==> config.mk <==
export PLATFORM = sky130hd
export DESIGN_NAME = uart_csr_core
export DESIGN_NICKNAME = d
export VERILOG_FILES = /design/src/rtl/uart_csr_pkg.sv /design/src/rtl/uart_csr_dec.sv /design/src/rtl/uart_csr_rxhold.sv /design/src/rtl/uart_csr_irqsel.sv /design/src/rtl/uart_csr_core.sv
export SDC_FILE = /design/constraint.sdc
export NUM_CORES = 1
export LEC_CHECK = 0
export BUFFER_PORTS_ARGS = -buffer_cell sky130_fd_sc_hd__buf_2
export CORE_UTILIZATION = 44
export CTS_BUF_LIST = sky130_fd_sc_hd__clkbuf_4 sky130_fd_sc_hd__clkbuf_8 sky130_fd_sc_hd__clkbuf_16
export CTS_CLUSTER_SIZE = 20
export DETAILED_ROUTE_END_ITERATION = 6
export PLACE_DENSITY = 0.8
export SYNTH_ARGS = -nofsm -noshare
export SYNTH_HDL_FRONTEND = slang
export SYNTH_SLANG_ARGS = --single-unit
==> constraint.sdc <==
create_clock -name clk -period 1.2 [get_ports clk]
set_input_delay 0.12 -clock clk [delete_from_list [all_inputs] [get_ports clk]]
set_output_delay 0.12 -clock clk [all_outputs]
set_load 0.02 [all_outputs]
==> src/rtl/uart_csr_pkg.sv <==
package uart_csr_pkg;
  localparam int unsigned NREG = 8;
  localparam int unsigned BYTE_W = 8;

  // line status bit positions
  localparam int unsigned LS_DR   = 0;
  localparam int unsigned LS_OE   = 1;
  localparam int unsigned LS_PE   = 2;
  localparam int unsigned LS_FE   = 3;
  localparam int unsigned LS_BI   = 4;
  localparam int unsigned LS_THRE = 5;
  localparam int unsigned LS_TEMT = 6;

  // interrupt enable bit positions
  localparam int unsigned IE_RX = 0;
  localparam int unsigned IE_TX = 1;
  localparam int unsigned IE_LS = 2;
  localparam int unsigned IE_MS = 3;

  localparam logic [BYTE_W-1:0] ID_NONE = 8'h01;
  localparam logic [BYTE_W-1:0] ID_LS   = 8'h06;
  localparam logic [BYTE_W-1:0] ID_RX   = 8'h04;
  localparam logic [BYTE_W-1:0] ID_TX   = 8'h02;
  localparam logic [BYTE_W-1:0] ID_MS   = 8'h00;

  typedef enum logic [3:0] {
    SEL_DATA, SEL_LSR, SEL_IDENT, SEL_IEN,
    SEL_LCR, SEL_MCR, SEL_MSR, SEL_DIV, SEL_NONE
  } reg_sel_e;

  typedef struct packed {
    reg_sel_e sel;
    logic     rd_ok;
    logic     wr_ok;
  } dec_t;
endpackage

==> src/rtl/uart_csr_dec.sv <==
module uart_csr_dec
  import uart_csr_pkg::*;
#(
  parameter int unsigned ADDR_W = 4
) (
  input  logic [ADDR_W-1:0] addr,
  output dec_t              dec
);
  always_comb begin
    dec = '{sel: SEL_NONE, rd_ok: 1'b0, wr_ok: 1'b0};
    if (int'(addr) < int'(NREG)) begin
      case (addr[2:0])
        3'd0: dec = '{sel: SEL_DATA,  rd_ok: 1'b1, wr_ok: 1'b1};
        3'd1: dec = '{sel: SEL_LSR,   rd_ok: 1'b1, wr_ok: 1'b0};
        3'd2: dec = '{sel: SEL_IDENT, rd_ok: 1'b1, wr_ok: 1'b0};
        3'd3: dec = '{sel: SEL_IEN,   rd_ok: 1'b1, wr_ok: 1'b1};
        3'd4: dec = '{sel: SEL_LCR,   rd_ok: 1'b1, wr_ok: 1'b1};
        3'd5: dec = '{sel: SEL_MCR,   rd_ok: 1'b1, wr_ok: 1'b1};
        3'd6: dec = '{sel: SEL_MSR,   rd_ok: 1'b1, wr_ok: 1'b0};
        default: dec = '{sel: SEL_DIV, rd_ok: 1'b0, wr_ok: 1'b1};
      endcase
    end
  end
endmodule

==> src/rtl/uart_csr_rxhold.sv <==
module uart_csr_rxhold
  import uart_csr_pkg::*;
(
  input  logic              clk,
  input  logic              rst,
  input  logic              rx_valid,
  input  logic [BYTE_W-1:0] rx_data,
  input  logic [2:0]        rx_err,
  input  logic              rd_clr,
  output logic              rx_ready,
  output logic [BYTE_W-1:0] hold,
  output logic              dr,
  output logic [3:0]        errs
);
  logic [BYTE_W-1:0] hold_q;
  logic              dr_q;
  logic              oe_q;
  logic [2:0]        line_err_q;

  always_ff @(posedge clk) begin
    if (rst) begin
      hold_q     <= '0;
      dr_q       <= 1'b0;
      oe_q       <= 1'b0;
      line_err_q <= '0;
    end else if (rx_valid && !dr_q) begin
      hold_q     <= rx_data;
      dr_q       <= 1'b1;
      line_err_q <= line_err_q | rx_err;
    end else begin
      if (rd_clr)   dr_q <= 1'b0;
      if (rx_valid) oe_q <= 1'b1;
    end
  end

  assign rx_ready = !dr_q;
  assign hold     = hold_q;
  assign dr       = dr_q;
  assign errs     = {line_err_q, oe_q};
endmodule

==> src/rtl/uart_csr_irqsel.sv <==
module uart_csr_irqsel
  import uart_csr_pkg::*;
(
  input  logic              ls_err,
  input  logic              dr,
  input  logic              thre,
  input  logic [3:0]        ien,
  input  logic [3:0]        ms_low,
  output logic [BYTE_W-1:0] ident,
  output logic              irq
);
  always_comb begin
    if (ls_err && ien[IE_LS])          ident = ID_LS;
    else if (dr && ien[IE_RX])         ident = ID_RX;
    else if (thre && ien[IE_TX])       ident = ID_TX;
    else if ((|ms_low) && ien[IE_MS])  ident = ID_MS;
    else                               ident = ID_NONE;
  end
  assign irq = (ident != ID_NONE);
endmodule

==> src/rtl/uart_csr_core.sv <==
module uart_csr_core
  import uart_csr_pkg::*;
#(
  parameter int unsigned ADDR_W = 4,
  parameter int unsigned BUS_W  = 32,
  parameter int unsigned DIV_W  = 16
) (
  input  logic              clk,
  input  logic              rst,
  input  logic              bus_rd_i,
  input  logic              bus_wr_i,
  input  logic [ADDR_W-1:0] bus_addr_i,
  input  logic [BUS_W-1:0]  bus_wdata_i,
  output logic [BUS_W-1:0]  bus_rdata_o,
  output logic              bus_err_o,
  input  logic              rx_valid_i,
  output logic              rx_ready_o,
  input  logic [7:0]        rx_data_i,
  input  logic [2:0]        rx_err_i,
  output logic              tx_valid_o,
  output logic [7:0]        tx_data_o,
  input  logic [7:0]        modem_status_i,
  output logic [DIV_W-1:0]  baud_div_o,
  output logic              irq_o
);
  localparam int unsigned IEN_W = 4;

  dec_t              dec;
  logic              rd_acc, wr_acc, do_rd, do_wr, bad_acc;
  logic [BYTE_W-1:0] hold;
  logic              dr;
  logic [3:0]        errs;
  logic [BYTE_W-1:0] lsr;
  logic [BYTE_W-1:0] ident;
  logic [IEN_W-1:0]  ien_q;
  logic [BYTE_W-1:0] lcr_q, mcr_q, msr_q;
  logic [DIV_W-1:0]  div_q;
  logic [BUS_W-1:0]  rd_val;
  logic              unused_wdata;

  assign unused_wdata = ^bus_wdata_i[BUS_W-1:DIV_W];

  uart_csr_dec #(.ADDR_W(ADDR_W)) u_dec (.addr(bus_addr_i), .dec(dec));

  assign wr_acc  = bus_wr_i;
  assign rd_acc  = bus_rd_i && !bus_wr_i;
  assign do_wr   = wr_acc && dec.wr_ok;
  assign do_rd   = rd_acc && dec.rd_ok;
  assign bad_acc = (wr_acc && !dec.wr_ok) || (rd_acc && !dec.rd_ok);

  uart_csr_rxhold u_rx (
    .clk      (clk),
    .rst      (rst),
    .rx_valid (rx_valid_i),
    .rx_data  (rx_data_i),
    .rx_err   (rx_err_i),
    .rd_clr   (do_rd && dec.sel == SEL_DATA),
    .rx_ready (rx_ready_o),
    .hold     (hold),
    .dr       (dr),
    .errs     (errs)
  );

  // transmitter never back-pressures, so both empty flags stay high
  always_comb begin
    lsr          = '0;
    lsr[LS_DR]   = dr;
    lsr[LS_OE]   = errs[0];
    lsr[LS_PE]   = errs[1];
    lsr[LS_FE]   = errs[2];
    lsr[LS_BI]   = errs[3];
    lsr[LS_THRE] = 1'b1;
    lsr[LS_TEMT] = 1'b1;
  end

  uart_csr_irqsel u_irq (
    .ls_err (|errs),
    .dr     (dr),
    .thre   (lsr[LS_THRE]),
    .ien    (ien_q),
    .ms_low (msr_q[3:0]),
    .ident  (ident),
    .irq    (irq_o)
  );

  always_comb begin
    case (dec.sel)
      SEL_DATA:  rd_val = BUS_W'(hold);
      SEL_LSR:   rd_val = BUS_W'(lsr);
      SEL_IDENT: rd_val = BUS_W'(ident);
      SEL_IEN:   rd_val = BUS_W'(ien_q);
      SEL_LCR:   rd_val = BUS_W'(lcr_q);
      SEL_MCR:   rd_val = BUS_W'(mcr_q);
      SEL_MSR:   rd_val = BUS_W'(msr_q);
      default:   rd_val = '0;
    endcase
  end

  always_ff @(posedge clk) begin
    if (rst) begin
      bus_rdata_o <= '0;
      bus_err_o   <= 1'b0;
      tx_valid_o  <= 1'b0;
      tx_data_o   <= '0;
      ien_q       <= '0;
      lcr_q       <= '0;
      mcr_q       <= '0;
      msr_q       <= '0;
      div_q       <= '0;
    end else begin
      bus_rdata_o <= do_rd ? rd_val : '0;
      bus_err_o   <= bad_acc;
      tx_valid_o  <= do_wr && dec.sel == SEL_DATA;
      msr_q       <= modem_status_i;
      if (do_wr) begin
        case (dec.sel)
          SEL_DATA: tx_data_o <= bus_wdata_i[7:0];
          SEL_IEN:  ien_q     <= bus_wdata_i[IEN_W-1:0];
          SEL_LCR:  lcr_q     <= bus_wdata_i[7:0];
          SEL_MCR:  mcr_q     <= bus_wdata_i[7:0];
          SEL_DIV:  div_q     <= bus_wdata_i[DIV_W-1:0];
          default:  ;
        endcase
      end
    end
  end

  assign baud_div_o = div_q;
endmodule

After elaboration in Yosys (flattened, before gate mapping)

Cells that the tools add are included.

Flip-flop bits (word level): 99
Latch bits: 0
RAM bits: 0
Bits in read-only memories: 0
Input bits: 60
Output and inout port bits: 60
Memories kept: 0

Add/subtract/negate cells: 0
Multiply operators: 0
Divide/modulo/power cells: 0
Magnitude comparators: 1
Equal/unequal tests: 14
Shift operators: 0
Muxes and demuxes: 9
Bitwise logic cells: 3
Reductions and logical operators: 28

Operator list:

| kind                                                                   | number |
|---|---|
| 8-bit one-hot mux with 7 select lines                                  | 1 |
| 5-bit one-hot mux with 7 select lines                                  | 1 |
| 8-bit 2-to-1 mux                                                       | 3 |
| 4-bit by 3-bit equality test with 1-bit output (second input constant) | 4 |
| 2-bit AND reduction                                                    | 6 |
| 1-bit logical AND                                                      | 11 |
| 3-bit equality test (second input constant)                            | 3 |
| 4-bit by 2-bit equality test with 1-bit output (second input constant) | 2 |
| 8-bit by 1-bit != test with 1-bit output (second input constant)       | 1 |
| 4-bit OR reduction                                                     | 2 |
| 3-bit by 2-bit equality test with 1-bit output (second input constant) | 2 |
| 6-bit 2-to-1 mux                                                       | 1 |
| 4-bit by 1-bit equality test with 1-bit output (second input constant) | 1 |
| 1-bit logical NOT                                                      | 4 |
| 4-bit logical NOT                                                      | 1 |
| 4-bit less-than comparator (second input constant)                     | 1 |
| 3-bit by 1-bit equality test with 1-bit output (second input constant) | 1 |
| 3-bit logical NOT                                                      | 1 |
| 1-bit 2-to-1 mux                                                       | 3 |
| 3-bit OR                                                               | 1 |
| 1-bit inverter                                                         | 2 |
| 2-bit nonzero test                                                     | 1 |
| 2-bit OR reduction                                                     | 1 |
| 1-bit logical OR                                                       | 1 |

Logic depth before layout (Yosys ltp)

Gate-level depths: netlist of run 1.

Depth in word-level cells: 7
Gate-level depth with buffers: 7

By module

From an unflattened synthesis of run 1, not the netlist that was laid out.

Cell total of the unflattened synthesis: 437
Area, all modules: 3860.0 µm²

By module, submodules not included:

| module          | times used | cells an instance | area each (µm²) |
|---|---|---|---|
| uart_csr_core   | 1          | 358               | 3150.5 |
| uart_csr_rxhold | 1          | 57                | 556.8 |
| uart_csr_irqsel | 1          | 14                | 97.6 |
| uart_csr_dec    | 1          | 8                 | 55.1 |

Least setup slack after synthesis of run 1

Ideal clock, no wire load.

Kind: reg2reg
Start: reg u_rx.line_err_q[0]
End: reg bus_rdata_o[0]
Setup time: 0.074 ns
Arrival: 1.362 ns
Data required time: 1.126 ns
Path slack: -0.236 ns
Stages on the path, launching flop included: 5
Path buffers: 0
Clock period less this slack: 1.436 ns
Cell sequence: dfxtp_1 -> o41a_1 -> nand3b_1 -> nand2b_1 -> a31oi_1

Cells in the longest elaborated chain, start to end: 4

Ends and longest elaborated chain:

| what                                  | line                  | RTL |
|---|---|---|
| start, declared                       | uart_csr_rxhold.sv:18 | `logic [2:0] line_err_q;` |
| start signal, assigned                | uart_csr_rxhold.sv:29 | `line_err_q <= line_err_q \| rx_err;` |
| 4-bit OR reduction                    | uart_csr_core.sv:77   | `.ls_err (\|errs),` |
| 1-bit logical AND                     | uart_csr_irqsel.sv:13 | `if (ls_err && ien[IE_LS]) ident = ID_LS;` |
| 8-bit 2-to-1 mux                      | uart_csr_irqsel.sv:13 |  |
| 8-bit one-hot mux with 7 select lines | uart_csr_core.sv:87   | `case (dec.sel)` |
| end signal, assigned                  | uart_csr_core.sv:111  | `bus_rdata_o <= do_rd ? rd_val : '0;` |
| end, declared                         | uart_csr_core.sv:14   | `output logic [BUS_W-1:0] bus_rdata_o,` |

No other way between the ends.
A chain may end at the register's enable or synchronous reset.

Worst setup path in the final report of run 1

Start: reg u_rx.oe_q
End: out irq_o

Cells in the longest elaborated chain, start to end: 4

Ends and longest elaborated chain:

| what                                     | line                  | RTL |
|---|---|---|
| start, declared                          | uart_csr_rxhold.sv:17 | `logic oe_q;` |
| start signal, assigned                   | uart_csr_rxhold.sv:24 | `oe_q <= 1'b0;` |
| start signal, assigned                   | uart_csr_rxhold.sv:32 | `if (rx_valid) oe_q <= 1'b1;` |
| 4-bit OR reduction                       | uart_csr_core.sv:77   |  |
| 1-bit logical AND                        | uart_csr_irqsel.sv:13 |  |
| 8-bit 2-to-1 mux                         | uart_csr_irqsel.sv:13 |  |
| 8-bit by 1-bit != test with 1-bit output | uart_csr_irqsel.sv:19 | `assign irq = (ident != ID_NONE);` |
| end, declared                            | uart_csr_core.sv:24   | `output logic irq_o` |

No other way between the ends.

==> summary.txt, run 1 <==
Status
  – Status: finished with violations
  – Failing checks: negative setup slack

Route
  – Wire length per cell: approximately 14 um
  – Pre-Repair DR Iteration Count: 4
  – DRC: 0
  – Post-route ant nets: 0
  – Initial DRC count: roughly 140
  – Vias: 2890
  – Routed wire length: roughly 8000 um
  – Vias per cell: approximately 5

Logic synthesis
  – Largest family of logic cells by synthesized area: simple AND/OR/NAND/NOR gates
  – Synth area leader: dfxtp_1
  – Yosys cell types: 41
  – Post-Synthesis Cells: 365
  – Top FF cell, synth: dfxtp_1
  – Mux contribution to synthesized area: between 10% and 20%
  – Adder-cell share of the synthesized area: 0%
  – Seq cells post-synth: 75
  – Sequential share of the synthesized area: a little under half
  – Post-Syn Area: around 3200 um^2
  – Synth Area in Compound Gates: about an eighth
  – Post-synth EDFFs: 0
  – Syn avg cell area: roughly 8.9 um^2
  – Post-synth top cells: dfxtp_1 (75), nand2_1 (63), a21oi_1 (45)
  – Simple-gate share of the synthesized area: roughly 20%
  – Async S/R FF share, synth: 0%
  – Synthesis Warnings: 0
  – Most frequent cell after synthesis: dfxtp_1
  – XOR/XNOR Fraction of Synth Area: 0%
  – Largest cells by area after synthesis: dfxtp_1 (46%), mux2i_1 (9.0%), nand2_1 (7.3%), buf_4 (7.2%), a21oi_1 (6.9%)
  – Top-area cell type share of the netlist area: between 40% and 50%

Clock network
  – Worst-path clk slew: 0.08 ns
  – Clock tree buffer depth: 2
  – Total clock sinks: 75
  – CTS buffer count: 9
  – CTS H-tree depth: 3
  – CTS tree: yes
  – Clk Latency, worst-skew pair: around 0.35 ns
  – CTS root buf: clkbuf_8

Critical path
  – Worst Path Max Fanout: 2
  – Critical Path Start Type: flip-flop
  – Crit-path slowest cell: o41a_1
  – CP cell instances: o41a_1, nand3b_1, buf_6
  – Worst setup path class: flip-flop to output pin
  – WP data required: 1.08 ns
  – Buffers and inverters on the worst path: 1
  – CP peak stage delay: around 0.46 ns
  – Arrival @ worst endpoint: 1.54 ns
  – Crit-path leading delay family: compound AO/OA/AOI/OAI gates
  – CP Capture Type: output pin

Power
  – Maximum VDD drop: between 0.9 and 1 mV
  – Power per cell area: around 1300 nW/um^2
  – Lkg Pwr: between 0.0015 and 0.002 uW

Floorplanning
  – Starting Density: 46.7%
  – DIE HEIGHT: slightly below 90 um
  – Core Box Area: approximately 7000 um^2
  – Row cnt: 30
  – Io pins: between 100 and 150
  – Die area: about 7700 um^2
  – Die X: 87.8 um

Layout
  – Synth-to-layout area growth: 32.7%
  – Area of the multi-input gates: about 1500 um^2
  – Diode count: 0
  – Seq. cell area: ~1500 um^2
  – # fillers: approximately 600
  – Final #Nets: approximately 550
  – Share of cells above drive strength 1: 30.0%

Placement
  – Final HPWL DP: 5670 um
  – Input/output buffers: a little under 80
  – Global placer's final weighted congestion: 0.935
  – DP Worst Slack: -0.128 ns

STA
  – Clock skew: just over 0.01 ns
  – Final setup violating endpoints: 4
  – Unrepaired setup endpoints after global routing: yes
  – Period minus WS final: between 1.5 and 2 ns
  – Fmax: around 0.60 GHz
  – Setup TNS: -1.24 ns
  – Tcrit/Tclk final: 138%
  – Fin. max-slew vios: 0
  – Final worst slack: -0.459 ns
  – Final hold violation count: 0

Global routing
  – First-pass GRT wire length: 12700 um
  – Largest net degree at the start of global routing: 56
  – All-Layer GR Usage: roughly 22%
  – Final global-route overflow total: 0
  – Vias in the first global route: roughly 2700
  – Initial antenna violation count: 0

Flow run
  – Max Cap Violations: 0

Min path
  – Hold WC Path Type: input port to flip-flop
[registers in the layout (all words and copies together) (netlist names)]
register	count
mcr_q	8
bus_err_o	1
lcr_q	8
u_rx.line_err_q	3
u_rx.oe_q	1
tx_valid_o	1
baud_div_o	16
tx_data_o	8
msr_q	8
u_rx.dr	1
u_rx.hold	8
bus_rdata_o	8
ien_q	4
[power breakdown]
group | leakage (uW) | switching (uW) | internal [uW]
Combinational | 0.00118 | 361 | 291
Clock | 0.000108 | 925 | 1230
Sequential | 0.000611 | 39.8 | 2560
Total | 0.00190 | 1330 | 4070
[cells by family after synthesis]
group / Yosys count
and+or+nand+nor: 139
DFF: 75
AOI/OAI and AO/OA: 66
buffers and inverters: 52
muxes: 32
other: 1
[repair_timing]
action | CTS | global route
endpoints found under the setup margin | 5 | 5
pin swaps | 2 | 6
endpoints found under the hold margin | 21 | 0
resized for setup | 8 | 4
setup buffers | 2 | 3
hold buffers | 21 | 0
[tightest hold or removal path, stage by stage]
cell,delay [ns]
buf_2,0.10
nand2_1,0.05
a21oi_1,0.05
[cell usage in the layout, fill, tap and decap left out, types with 3 or more instances in the layout]
cell,netlist,routed
buf_2,4,78
dfxtp_1,75,71
nand2_1,63,63
a21oi_1,45,45
buf_4,31,35
nor2_1,31,31
mux2i_1,29,29
conb_1,1,24
dlygate4sd3_1,0,21
nand3_1,12,12
nor2b_1,10,10
clkbuf_8,0,10
nand2b_1,6,6
a22oi_1,4,4
dfxtp_2,0,4
or3_1,3,3
nor3_1,3,3
o32a_1,3,3
and3b_1,3,3
buf_12,0,3
[layout make-up]
class / instances / area share, %
multi-input combinational: 261 / 34.7
clock buffer: 10 / 3.20
sequential: 75 / 35.0
timing repair buffer: 139 / 22.0
tap: 96 / 2.79
clock inverter: 6 / 2.07
inverter: 2 / 0.175
[worst paths after layout]
| kind | start | endpoint | slack (ns) | cells after the start |
|---|---|---|---|---|
| worst max-delay path | u_rx.oe_q | irq_o | -0.46 | 3 |
| worst min-delay path | rx_data_i[5] | u_rx.hold[5] | 0.01 | 3 |
| worst min register to register | baud_div_o[10] | baud_div_o[10] | 0.46 | 2 |
| worst max register to register | u_rx.oe_q | bus_rdata_o[2] | -0.39 | 5 |
[through the flow]
step / instances / utilization [%] / hold slack, ns / cell area [um^2] / power [uW]
final: 589 / 61.9 / 0.0147 / 4300 / 5400
after global routing: 589 / 61.9 / 0.00534 / 4300 / 5630
after CTS: 588 / 61.5 / 0.00145 / 4270 / 5450
after detailed placement: 549 / 54.7 / 0.339 / 3800 / 3230
after global placement: 549 / 54.7 / 0.333 / 3800 / 3220
after floorplan: 388 / - / 0.248 / 3330 / 3050
[metal layers]
| metal | routed length (um) | track usage, % | part of all wire, % | vias to the layer above |
|---|---|---|---|---|
| li1 | - | - | - | 1426 |
| met3 | 453 | 7.35 | 5.6 | 10 |
| met4 | 116 | 7.60 | 1.4 | 0 |
| met2 | 3980 | 38.4 | 49 | 93 |
| met1 | 3500 | 25.0 | 43 | 1361 |
| met5 | 0 | 0 | 0 | - |
(Power assumes the default switching activity.)
==> run 2: changes to the inputs <==
Settings changed: CORE_UTILIZATION 44 to 40, PLACE_DENSITY 0.8 to 0.75.
==> run 2 against run 1 <==
The run still ends with negative setup slack left. Via count barely moved. Die area rose by 9.8%. Combinational power fell by 1%. First-iteration DRC count fell by 24%. Utilization fell by 7.7 points. Non-clock buffer count fell by 5. Critical path depth did not move. Worst hold slack got worse by 0.0020 ns. Final area fell by 2.1%. Critical path type unchanged. Highest routed layer unchanged.
==> summary.txt, run 2 (synthesis gave the netlist of run 1 again) <==
Global routing
  – Initial antenna violation count: 0 (unchanged)
  – Final global-route overflow total: 0 (unchanged)
  – First-pass GRT wire length: 13600 um (was 12700 um)
  – GRT met2 Usage: 35.4% (was 38.4%)
  – Global routing met1 resource utilization: 26.1% (was 25.0%)
  – Met3 demand-to-capacity share in global routing: 3.23% (was 7.35%)
  – Largest net degree at the start of global routing: 36 (was 56)
  – All-Layer GR Usage: 20.9% (was 22.0%)
  – Vias in the first global route: 2804 (was 2722)
  – Busiest grt layer: met2 (unchanged)

Status
  – Failing checks: negative setup slack (unchanged)
  – Status: finished with violations (unchanged)

Clock network
  – CTS root buf: clkbuf_8 (unchanged)
  – CTS buffer count: 9 (unchanged)
  – CTS tree: yes (unchanged)
  – Clock tree buffer depth: 2 (unchanged)
  – Worst-path clk slew: 0.08 ns (about the same)
  – Total clock sinks: 75 (unchanged)
  – CTS H-tree depth: 3 (unchanged)
  – Clk Latency, worst-skew pair: 0.35 ns (about the same)

Power
  – Lkg Pwr: 0.00185 uW (was 0.00190 uW)
  – Power per cell area: 1220 nW/um^2 (was 1260 nW/um^2)
  – Maximum VDD drop: 0.497 mV (was 0.939 mV)

Min path
  – Hold WC Path Type: input port to flip-flop (unchanged)

Route
  – Post-route ant nets: 0 (unchanged)
  – Initial DRC count: 105 (was 139)
  – Wire length per cell: 14.4 um (was 13.7 um)
  – Routed wire length: 8490 um (was 8040 um)
  – Pre-Repair DR Iteration Count: 4 (unchanged)
  – Vias: 2891 (was 2890)
  – DRC: 0 (unchanged)
  – Vias per cell: 4.91 (about the same)

STA
  – Period minus WS final: 1.63 ns (was 1.66 ns)
  – Final setup violating endpoints: 4 (unchanged)
  – Clock skew: 0.00868 ns (was 0.0102 ns)
  – Final hold violation count: 0 (unchanged)
  – Unrepaired setup endpoints after global routing: yes (unchanged)
  – Fin. max-slew vios: 0 (unchanged)
  – Final worst slack: -0.432 ns (was -0.459 ns)
  – Fmax: 0.613 GHz (was 0.603 GHz)
  – Tcrit/Tclk final: 136% (was 138%)
  – Setup TNS: -1.02 ns (was -1.24 ns)

Critical path
  – CP Capture Type: output pin (unchanged)
  – Worst setup path class: flip-flop to output pin (unchanged)
  – WP data required: 1.08 ns (about the same)
  – Critical Path Start Type: flip-flop (unchanged)
  – Buffers and inverters on the worst path: 1 (unchanged)
  – Worst Path Max Fanout: 2 (unchanged)
  – Arrival @ worst endpoint: 1.51 ns (was 1.54 ns)
  – Crit-path leading delay family: compound AO/OA/AOI/OAI gates (unchanged)
  – Crit-path slowest cell: o41a_1 (unchanged)
  – CP peak stage delay: 0.45 ns (was 0.46 ns)
  – CP cell instances: o41a_1, nand3b_1, buf_2 (was o41a_1, nand3b_1, buf_6)

Layout
  – Fin util: 54.2% (was 61.9%)
  – Most common cell after layout, fill and taps aside: buf_2 (unchanged)
  – Max reg flops: 16 (unchanged)
  – Diode count: 0 (unchanged)
  – Share of cells above drive strength 1: 30.6% (was 30.0%)
  – Most frequent cells in the layout: buf_2 (78), dfxtp_1 (72), nand2_1 (62) (was buf_2 (78), dfxtp_1 (71), nand2_1 (63))
  – Synth-to-layout area growth: 29.9% (was 32.7%)
  – Final #Nets: 543 (was 548)

Floorplanning
  – Starting Density: 41.7% (was 46.7%)
  – Io pins: 120 (unchanged)
  – Core Box Area: 7770 um^2 (was 6940 um^2)
  – Die area: 8470 um^2 (was 7710 um^2)
  – Die X: 92.0 um (was 87.8 um)
  – Row cnt: 32 (was 30)
  – DIE HEIGHT: 92.0 um (was 87.8 um)

Flow run
  – Max Cap Violations: 0 (unchanged)

Placement
  – Input/output buffers: 79 (unchanged)
  – DP Worst Slack: -0.175 ns (was -0.128 ns)
  – Global placer's final weighted congestion: 0.871 (was 0.935)
  – Final HPWL DP: 5930 um (was 5670 um)
[run 2: worst min-delay path, cell delays in order]
cell and delay [ns]:
buf_2 0.10, nand2_1 0.05, a21oi_1 0.05
[run 2: final timing paths]
check | start | cells after the start | endpoint | slack (ns)
setup / recovery | u_rx.line_err_q[2] | 3 | irq_o | -0.43
hold / removal | rx_data_i[7] | 3 | u_rx.hold[7] | 0.01
setup reg to reg | u_rx.line_err_q[2] | 5 | bus_rdata_o[2] | -0.34
hold reg to reg | baud_div_o[12] | 2 | baud_div_o[12] | 0.45
[run 2: power breakdown]
group	internal [uW]	switching [uW]
sequential	2550	37.8
combinational	275	369
clock	952	958
[run 2: layout make-up]
| cell class | count | area [um^2] |
|---|---|---|
| Fill cell | 719 | 3560 |
| Multi-Input combinational cell | 261 | 1500 |
| Inverter | 2 | 7.51 |
| Clock buffer | 9 | 124 |
| Clock inverter | 6 | 65.1 |
| Tap cell | 102 | 128 |
| Sequential cell | 75 | 1510 |
| Timing Repair Buffer | 134 | 886 |
[run 2: through the flow]
| stage | instances | area [um^2] | total power [uW] | hold WS, ns |
|---|---|---|---|---|
| final | 589 | 4210 | 5150 | 0.0128 |
| after global routing | 589 | 4210 | 5360 | 0.0135 |
| after CTS | 589 | 4180 | 5170 | 0.000113 |
| after detailed placement | 556 | 3800 | 3230 | 0.340 |
| after global placement | 556 | 3800 | 3210 | 0.334 |
| after floorplan | 388 | 3330 | 3050 | 0.248 |
[run 2: per-layer routing]
layer	up-vias	wire length [um]	part of all wire, %
met5	-	0	0
met4	0	154	1.8
met3	14	417	4.9
met2	93	4130	49
met1	1359	3790	45
li1	1425	-	-
[run 2: timing repair]
item,4_1_cts,5_1_grt
hold buffers,17,0
endpoints found under the setup margin,15,13
pin swaps,0,1
buffers inserted,1,1
gates resized for setup,4,11
endpoints found under the hold margin,17,0
gates cloned,0,0
